File: src/rtl/fpcmp_pkg.sv
package fpcmp_pkg;

  typedef enum logic [1:0] {
    REL_EQ = 2'd0,
    REL_LT = 2'd1,
    REL_GT = 2'd2,
    REL_UN = 2'd3
  } fpcmp_rel_e;

  localparam logic [3:0] NZCV_EQ = 4'b0110;
  localparam logic [3:0] NZCV_LT = 4'b1000;
  localparam logic [3:0] NZCV_GT = 4'b0010;
  localparam logic [3:0] NZCV_UN = 4'b0011;

endpackage

File: src/rtl/fpcmp_unpack.sv
module fpcmp_unpack #(
  parameter int unsigned EXP_W  = 8,
  parameter int unsigned FRAC_W = 23,
  parameter int unsigned MAG_W  = 63,
  localparam int unsigned W     = 1 + EXP_W + FRAC_W
) (
  input  logic [W-1:0]     bits,
  output logic             sign,
  output logic             is_nan,
  output logic             is_snan,
  output logic             is_zero,
  output logic [MAG_W-1:0] mag
);
  logic [EXP_W-1:0]  expo;
  logic [FRAC_W-1:0] frac;

  always_comb begin
    sign    = bits[W-1];
    expo    = bits[W-2:FRAC_W];
    frac    = bits[FRAC_W-1:0];
    is_nan  = (&expo) & (|frac);
    is_snan = is_nan & ~frac[FRAC_W-1];
    is_zero = ~|bits[W-2:0];
    mag     = MAG_W'(bits[W-2:0]);
  end
endmodule

File: src/rtl/fpcmp_order.sv
module fpcmp_order
  import fpcmp_pkg::*;
#(
  parameter int unsigned MAG_W = 63
) (
  input  logic             a_sign,
  input  logic             a_nan,
  input  logic             a_zero,
  input  logic [MAG_W-1:0] a_mag,
  input  logic             b_sign,
  input  logic             b_nan,
  input  logic             b_zero,
  input  logic [MAG_W-1:0] b_mag,
  output fpcmp_rel_e       rel
);
  logic mag_lt;
  logic mag_eq;

  always_comb begin
    mag_lt = a_mag < b_mag;
    mag_eq = a_mag == b_mag;
    if (a_nan || b_nan)
      rel = REL_UN;
    else if (a_zero && b_zero)
      rel = REL_EQ;
    else if (a_sign != b_sign)
      rel = a_sign ? REL_LT : REL_GT;
    else if (mag_eq)
      rel = REL_EQ;
    else if (mag_lt ^ a_sign)
      rel = REL_LT;
    else
      rel = REL_GT;
  end
endmodule

File: src/rtl/fpcmp_encode.sv
module fpcmp_encode
  import fpcmp_pkg::*;
(
  input  fpcmp_rel_e rel,
  input  logic       sig_mode,
  input  logic       any_nan,
  input  logic       any_snan,
  output logic [3:0] nzcv,
  output logic       invalid
);
  always_comb begin
    unique case (rel)
      REL_EQ:  nzcv = NZCV_EQ;
      REL_LT:  nzcv = NZCV_LT;
      REL_GT:  nzcv = NZCV_GT;
      default: nzcv = NZCV_UN;
    endcase
    invalid = sig_mode ? any_nan : any_snan;
  end
endmodule

File: src/rtl/fpcmp_top.sv
module fpcmp_top
  import fpcmp_pkg::*;
#(
  parameter int unsigned S_EXP_W  = 8,
  parameter int unsigned S_FRAC_W = 23,
  parameter int unsigned D_EXP_W  = 11,
  parameter int unsigned D_FRAC_W = 52,
  parameter bit          OUT_REG  = 1'b1,
  localparam int unsigned SGL_W   = 1 + S_EXP_W + S_FRAC_W,
  localparam int unsigned DBL_W   = 1 + D_EXP_W + D_FRAC_W,
  localparam int unsigned MAG_W   = DBL_W - 1
) (
  input  logic             clk,
  input  logic             rst,
  input  logic [DBL_W-1:0] op_a,
  input  logic [DBL_W-1:0] op_b,
  input  logic             dbl_sel,
  input  logic             sig_mode,
  output logic [3:0]       nzcv,
  output logic             invalid
);
  localparam int unsigned NOPS = 2;

  logic [NOPS-1:0][DBL_W-1:0] ops;
  logic [NOPS-1:0]             s_sign, s_nan, s_snan, s_zero;
  logic [NOPS-1:0]             d_sign, d_nan, d_snan, d_zero;
  logic [NOPS-1:0][MAG_W-1:0]  s_mag, d_mag;
  logic [NOPS-1:0]             u_sign, u_nan, u_snan, u_zero;
  logic [NOPS-1:0][MAG_W-1:0]  u_mag;

  assign ops[0] = op_a;
  assign ops[1] = op_b;

  for (genvar g = 0; g < NOPS; g++) begin : g_opnd
    fpcmp_unpack #(.EXP_W(S_EXP_W), .FRAC_W(S_FRAC_W), .MAG_W(MAG_W)) u_sgl (
      .bits   (ops[g][SGL_W-1:0]),
      .sign   (s_sign[g]),
      .is_nan (s_nan[g]),
      .is_snan(s_snan[g]),
      .is_zero(s_zero[g]),
      .mag    (s_mag[g])
    );
    fpcmp_unpack #(.EXP_W(D_EXP_W), .FRAC_W(D_FRAC_W), .MAG_W(MAG_W)) u_dbl (
      .bits   (ops[g]),
      .sign   (d_sign[g]),
      .is_nan (d_nan[g]),
      .is_snan(d_snan[g]),
      .is_zero(d_zero[g]),
      .mag    (d_mag[g])
    );
    always_comb begin
      u_sign[g] = dbl_sel ? d_sign[g] : s_sign[g];
      u_nan[g]  = dbl_sel ? d_nan[g]  : s_nan[g];
      u_snan[g] = dbl_sel ? d_snan[g] : s_snan[g];
      u_zero[g] = dbl_sel ? d_zero[g] : s_zero[g];
      u_mag[g]  = dbl_sel ? d_mag[g]  : s_mag[g];
    end
  end

  fpcmp_rel_e rel;
  logic [3:0] nzcv_c;
  logic       inv_c;

  fpcmp_order #(.MAG_W(MAG_W)) u_order (
    .a_sign(u_sign[0]), .a_nan(u_nan[0]), .a_zero(u_zero[0]), .a_mag(u_mag[0]),
    .b_sign(u_sign[1]), .b_nan(u_nan[1]), .b_zero(u_zero[1]), .b_mag(u_mag[1]),
    .rel   (rel)
  );

  fpcmp_encode u_encode (
    .rel     (rel),
    .sig_mode(sig_mode),
    .any_nan (|u_nan),
    .any_snan(|u_snan),
    .nzcv    (nzcv_c),
    .invalid (inv_c)
  );

  if (OUT_REG) begin : g_oreg
    logic [3:0] nzcv_q;
    logic       inv_q;
    logic       vld_q;

    always_ff @(posedge clk) begin
      if (rst) begin
        nzcv_q <= '0;
        inv_q  <= 1'b0;
        vld_q  <= 1'b0;
      end else begin
        nzcv_q <= nzcv_c;
        inv_q  <= inv_c;
        vld_q  <= 1'b1;
      end
    end
    assign nzcv    = nzcv_q;
    assign invalid = inv_q;

    logic in_both_zero;
    assign in_both_zero = dbl_sel ?
      ((op_a[DBL_W-2:0] == '0) && (op_b[DBL_W-2:0] == '0)) :
      ((op_a[SGL_W-2:0] == '0) && (op_b[SGL_W-2:0] == '0));

    // only the four defined nibbles ever leave the block
    a_r4_legal_flags: assert property (@(posedge clk) disable iff (rst)
      vld_q |-> (nzcv == NZCV_EQ || nzcv == NZCV_LT || nzcv == NZCV_GT || nzcv == NZCV_UN));

    // invalid is only raised alongside an unordered result
    a_r7_inv_only_unordered: assert property (@(posedge clk) disable iff (rst)
      (vld_q && invalid) |-> (nzcv == NZCV_UN));

    // signalling compare raises invalid on every unordered result
    a_r8_sig_unordered_inv: assert property (@(posedge clk) disable iff (rst)
      (vld_q && $past(sig_mode) && nzcv == NZCV_UN) |-> invalid);

    // any pair of zeros compares equal without invalid
    a_r5_zero_equal: assert property (@(posedge clk) disable iff (rst)
      (vld_q && $past(in_both_zero)) |-> (nzcv == NZCV_EQ && !invalid));

    // first result after reset is the cleared value
    a_r10_reset_clear: assert property (@(posedge clk) disable iff (rst)
      !vld_q |-> (nzcv == 4'b0000 && !invalid));
  end else begin : g_comb
    assign nzcv    = nzcv_c;
    assign invalid = inv_c;
  end
endmodule

File: config.mk
export PLATFORM = sky130hd
export DESIGN_NAME = fpcmp_top
export DESIGN_NICKNAME = d
export VERILOG_FILES = /design/src/rtl/fpcmp_pkg.sv /design/src/rtl/fpcmp_unpack.sv /design/src/rtl/fpcmp_order.sv /design/src/rtl/fpcmp_encode.sv /design/src/rtl/fpcmp_top.sv
export SDC_FILE = /design/constraint.sdc
export NUM_CORES = 1
export LEC_CHECK = 0
export BUFFER_PORTS_ARGS = -buffer_cell sky130_fd_sc_hd__buf_2
export CORE_ASPECT_RATIO = 1.2
export CORE_MARGIN = 5
export CORE_UTILIZATION = 42
export CTS_CLUSTER_SIZE = 14
export DETAILED_ROUTE_END_ITERATION = 16
export GPL_TIMING_DRIVEN = 1
export MAX_ROUTING_LAYER = met4
export PLACE_DENSITY = 0.8
export SLEW_MARGIN = 20
export SYNTH_ARGS = -nofsm -noshare
export SYNTH_HDL_FRONTEND = slang
export SYNTH_SLANG_ARGS = --single-unit
File: constraint.sdc
create_clock -name clk -period 2.8 [get_ports clk]
set_clock_uncertainty 0.15 [all_clocks]
set_input_delay 0.14 -clock clk [delete_from_list [all_inputs] [get_ports clk]]
set_output_delay 0.14 -clock clk [all_outputs]
set_load 0.03 [all_outputs]
======== Word-level counts from Yosys, hierarchy flattened ========
Cells that the tools add are included.
storage, ports and cells
  register bits after elaboration ......... 5
  bits of input ports ..................... 132
  output and inout bits ................... 5
  logic and storage cells ................. 59
operators by class
  magnitude comparators ................... 1
  equality and inequality tests ........... 4
  mux-type cells .......................... 18
  bitwise logic cells ..................... 13
  reduce and logical (&&, ||, !) cells .... 21
operators by type and width
  operator              number
  $mux W63              2
  $reduce_or A63 Y1     2
  $reduce_or A52 Y1     2
  $eq A63 B63 Y1        1
  $lt A63 B63 Y1        1
  $reduce_or A31 Y1     2
  $reduce_or A23 Y1     2
  $reduce_and A11 Y1    2
  $reduce_and A8 Y1     2
  $mux W2               6
  $pmux W4 S3           1
  $mux W1               9
  $and A1 B1 Y1         8
  $logic_not A1 Y1      4
  $not A1 Y1            4
  $reduce_or A2 Y1      2
  $eq A2 B1 Y1 const B  1
  $eq A2 B2 Y1 const B  1
  $logic_not A2 Y1      1
  $logic_and A1 B1 Y1   1
  $logic_or A1 B1 Y1    1
  $ne A1 B1 Y1          1
  $xor A1 B1 Y1         1

======== Longest topological paths before layout ========
  depth after elaboration ................. 10
  gate-level depth with buffers ........... 12
  gate-level depth less buffers ........... 10

======== Modules after synthesis ========
A second synthesis with hierarchy kept.
unflattened totals
  cells, all modules ...................... 753
  area total of the unflattened synthesis .. 6143.4 um2
by module, submodules not included
  module                               times used  cells an instance  area an instance (um2)  seq. area each (um2)
  fpcmp_top                            1           163                1893.1                  100.1
  fpcmp_order                          1           239                1687.9                  0.0
  fpcmp_unpack at g_opnd[0].u_dbl ...  2           93                 670.6                   0.0
  fpcmp_unpack at g_opnd[0].u_sgl ...  2           80                 591.8                   0.0
  fpcmp_encode                         1           5                  37.5                    0.0

======== Worst setup path before layout ========
No wires, ideal clock.
  path kind ............................... input-to-reg
  from .................................... input dbl_sel
  to ...................................... register g_oreg.nzcv_q[1] (netlist: nzcv[1])
  library setup time ...................... 0.074 ns
  data arrival time ....................... 2.698 ns
  data required time ...................... 2.576 ns
  slack ................................... -0.122 ns
  stages on the path ...................... 11
  path buffers ............................ 2
  cell sequence ........................... clkbuf_1 -> buf_1 -> nand2_1 -> ha_1 -> nand4_1 -> nor4_1 -> nand3_1 -> nor4_1 -> a2111o_1 -> mux2_1 -> a31oi_1
between the ends
  cells in the longest elaborated chain, start to end .. 10
  elaborated cells on any way between the ends .. 24
  those cells by class .................... order compare (1); eq/ne (4); mux (15); bitwise (1); reduce/logical (3)
ends and longest elaborated chain
  element                                     line                RTL
  from (decl)                                 fpcmp_top.sv:17     input logic dbl_sel,
  $mux W63                                    fpcmp_top.sv:56     u_mag[g] = dbl_sel ? d_mag[g] : s_mag[g];
  $lt A63 B63 Y1                              fpcmp_order.sv:20   mag_lt = a_mag < b_mag;
  $xor A1 B1 Y1                               fpcmp_order.sv:30   else if (mag_lt ^ a_sign)
  $mux W2                                     fpcmp_order.sv:30
  $mux W2                                     fpcmp_order.sv:28   else if (mag_eq)
  $mux W2                                     fpcmp_order.sv:26   else if (a_sign != b_sign)
  $mux W2                                     fpcmp_order.sv:24   else if (a_zero && b_zero)
  $mux W2 *                                   fpcmp_order.sv:22   if (a_nan || b_nan)
  $eq A2 B2 Y1, or another cell as far along  fpcmp_encode.sv:12  unique case (rel)
  $pmux W4 S3 *                               fpcmp_encode.sv:12
  to (signal assigned)                        fpcmp_top.sv:90     nzcv_q <= nzcv_c;
  to (decl)                                   fpcmp_top.sv:80     logic [3:0] nzcv_q;
Every way passes the cells marked *; elsewhere a longest branch is shown, timed or not.
A chain may end at the register's enable or synchronous reset.

======== Worst setup path after layout ========
Same ends and word-level chain as after synthesis.

==> metrics.yaml <==
timing:
  setup_tns_ns: 0
  final_hold_viol_count: 0
  holdWs_ns: 0.248
  worstMarginPinSlew_ns: 0.594
  finalMaxSlewViolations: 0
  setup_violations: 0
  min_period_over_period_pct: 95.2
  fmax_mhz: 375
  finalCriticalPeriod_ns: 2.67
  slew_headroom_pct: 60.0
job:
  maxCapViolations: 0
final_layout:
  final_common_cell: "buf_2"
  fin_nets: 704
  fillerInstances: 540
  layout_common_cells: "buf_2, ha_1, nand2_1, inv_1, and2_1"
  antenna_cells: 0
  drive_gt1_share_pct: 32.7
  syn_to_final_growth_pct: 42.3
global_routing:
  overflow: 0
  grt_pass1_wl_mm: 13.6
  gr-usage-all-layers_pct: 22.5
  first_global_vias: 3290
  grt_antenna_before_repair: 0
  grt_max_degree: 24
floorplanning:
  boundaryPins: 137
  die-area_sq_um: 7420
  start_util_pct: 43.2
  die_h_microns: 93.4
  die_w_microns: 79.5
  row_count: 30
  core_area_sq_um: 5630
logic_synthesis:
  synthesis.area_sq_um: 2430
  avgSynthCellArea_sq_um: 6.87
  yosys_warnings: 0
  ys_types: 38
  ys_seq_area_share_pct: 4.12
  synthSimpleGateAreaFrac_pct: 39.5
  synth_compound_area_share_pct: 16.2
  netlist_instances: 354
  synthXorXnorAreaFrac_pct: 0.360
  async_reset_ff_share_pct: 0
  synth-adder-area-share_pct: 32.4
  ys_ff_latch: 5
  muxShareOfSynthArea_pct: 1.34
  synthesis.nets: 549
  synth_top_family_by_area: "simple AND/OR/NAND/NOR gates"
  synth_ff_type: "dfxtp_1"
  synth_edf_count: 0
power_and_ir_drop:
  power.leakage_nw: 1.83
  p_per_area_nw_per_um2: 194
  ir_drop_v: 0.0000980
critical_path:
  path_cells: "buf_2 -> buf_12 -> buf_4 -> and2_1 -> ha_1 -> nand4_1 -> nor3_2 -> a221o_1 -> o31a_1 -> a2111o_1 -> mux2_4 -> a31oi_4"
  start_kind: "input port"
  worstSetupPathType: "input port to flop"
  worstPathMaxFanout: 22
  critPathMaxStageDelay_ns: 0.34
  critical_path_required_ns: 2.80
  cp.arrival_ns: 2.67
  cp-end-kind: "flop"
  crit_slowest_cell: "a2111o_1"
clock_network:
  clock-sinks: 5
  clk_pin_slew_worst_paths_ns: 0.04
  cts_root_buf: "clkbuf_8"
  cts_tree: "built"
  cts_buffers: 3
  h-tree-depth: 1
  clk_path_buf_depth: 2
drt:
  drtPass1Iterations: 4
  vias_per_cell: 5.62
  vias: 3213
  ant_nets: 0
  wl_per_cell_microns: 14.7
  wirelength_mm: 8.41
  drtIter0Drc: 95
  drc_errors: 0
placement:
  gp_congestion: 0.945
  dpl.hpwl_mm: 7.71
  io_buffers: 136
hold_path:
  hp-class: "input port to flop"
status:
  status: "finished, final reports clean"
-- cells in the mapped netlist (3+ instances only) --
master / instances / share of area (%)
a211oi_1: 6 / 1.9
and2_1: 32 / 8.2
inv_1: 33 / 5.1
a31oi_1: 3 / 0.77
nor3_1: 10 / 2.1
nand3_1: 12 / 2.5
nand2_1: 49 / 7.6
ha_1: 63 / 32
or4_1: 3 / 0.93
clkbuf_1: 5 / 0.77
nor2_1: 11 / 1.7
a21oi_1: 26 / 5.3
a21o_1: 7 / 2.2
o21ai_0: 7 / 1.4
nor4_1: 30 / 7.7
nand4_1: 25 / 6.4
dfxtp_1: 5 / 4.1
a2111o_1: 3 / 1.4
-- timing repair --
item | in CTS | in global routing
setup buffers | 0 | 0
hold buffers | 2 | 0
endpoints found under the hold margin | 2 | 0
resized for setup | 0 | 6
setup endpoints to repair | 0 | 1
-- per-layer routing --
metal | vias up | routed length [microns] | share of wire [%] | global-route usage (%)
met4 | 0 | 151 | 1.8 | 5.01
li1 | 1651 | - | - | -
met2 | 106 | 4370 | 52 | 42.3
met1 | 1438 | 3400 | 40 | 24.8
met3 | 18 | 479 | 5.7 | 3.08
met5 | - | 0 | 0 | -
-- report_power, final --
| part | switching [W] | internal [W] | total [W] |
|---|---|---|---|
| combinational | 0.000237 | 0.000227 | 0.000463 |
| sequential | 0.000000982 | 0.0000756 | 0.0000765 |
| clock | 0.0000353 | 0.0000977 | 0.000133 |
-- through the flow --
step / util [%] / std cells / instance area (sq um) / total power [W] / worst slack [ns]
finish: 61.5 / 572 / 3460 / 0.000673 / 0.133
global route: 61.5 / 572 / 3460 / 0.000742 / -0.0288
floorplan: - / 354 / 2440 / 0.000307 / 0.0349
global placement: 59.6 / 566 / 3350 / 0.000513 / -0.133
detailed placement: 59.6 / 566 / 3350 / 0.000527 / -0.208
CTS: 60.7 / 572 / 3420 / 0.000668 / 0.00998
-- kinds of logic after synthesis --
family                     count (synthesis)
AOI/OAI and AO/OA                         62
xor gates and xnor gates                   1
adders and majority gates                 63
buffers and inverters                     40
DFF                                        5
muxes                                      3
and+or+nand+nor                          180
-- state kept, by name (all words and copies together) (netlist names) --
signal / flops
nzcv: 4
invalid: 1
-- worst max-delay path: cells and delay by family --
kind / cells / cell delay, ns
muxes: 1 / 0.33
adders and majority gates: 1 / 0.31
and+or+nand+nor: 3 / 0.33
AOI/OAI and AO/OA: 4 / 1.07
buffers and inverters: 3 / 0.48
-- final cells by class --
cell class / instances / area (sq um) / share of cell area (%)
flip-flops and latches: 5 / 100 / 2.89
clock buffers: 4 / 45.0 / 1.30
inverters: 33 / 124 / 3.58
well taps: 64 / 80.1 / 2.31
multi-input cells: 309 / 2230 / 64.5
repair buffers: 157 / 881 / 25.4
-- path summary, 6_finish.rpt --
check	cells after the start	startpoint	end	slack, ns
max	12	dbl_sel	nzcv[1]	0.13
min	4	op_b[63]	nzcv[3]	0.25
Note: power is estimated with default switching activity, not from simulation.
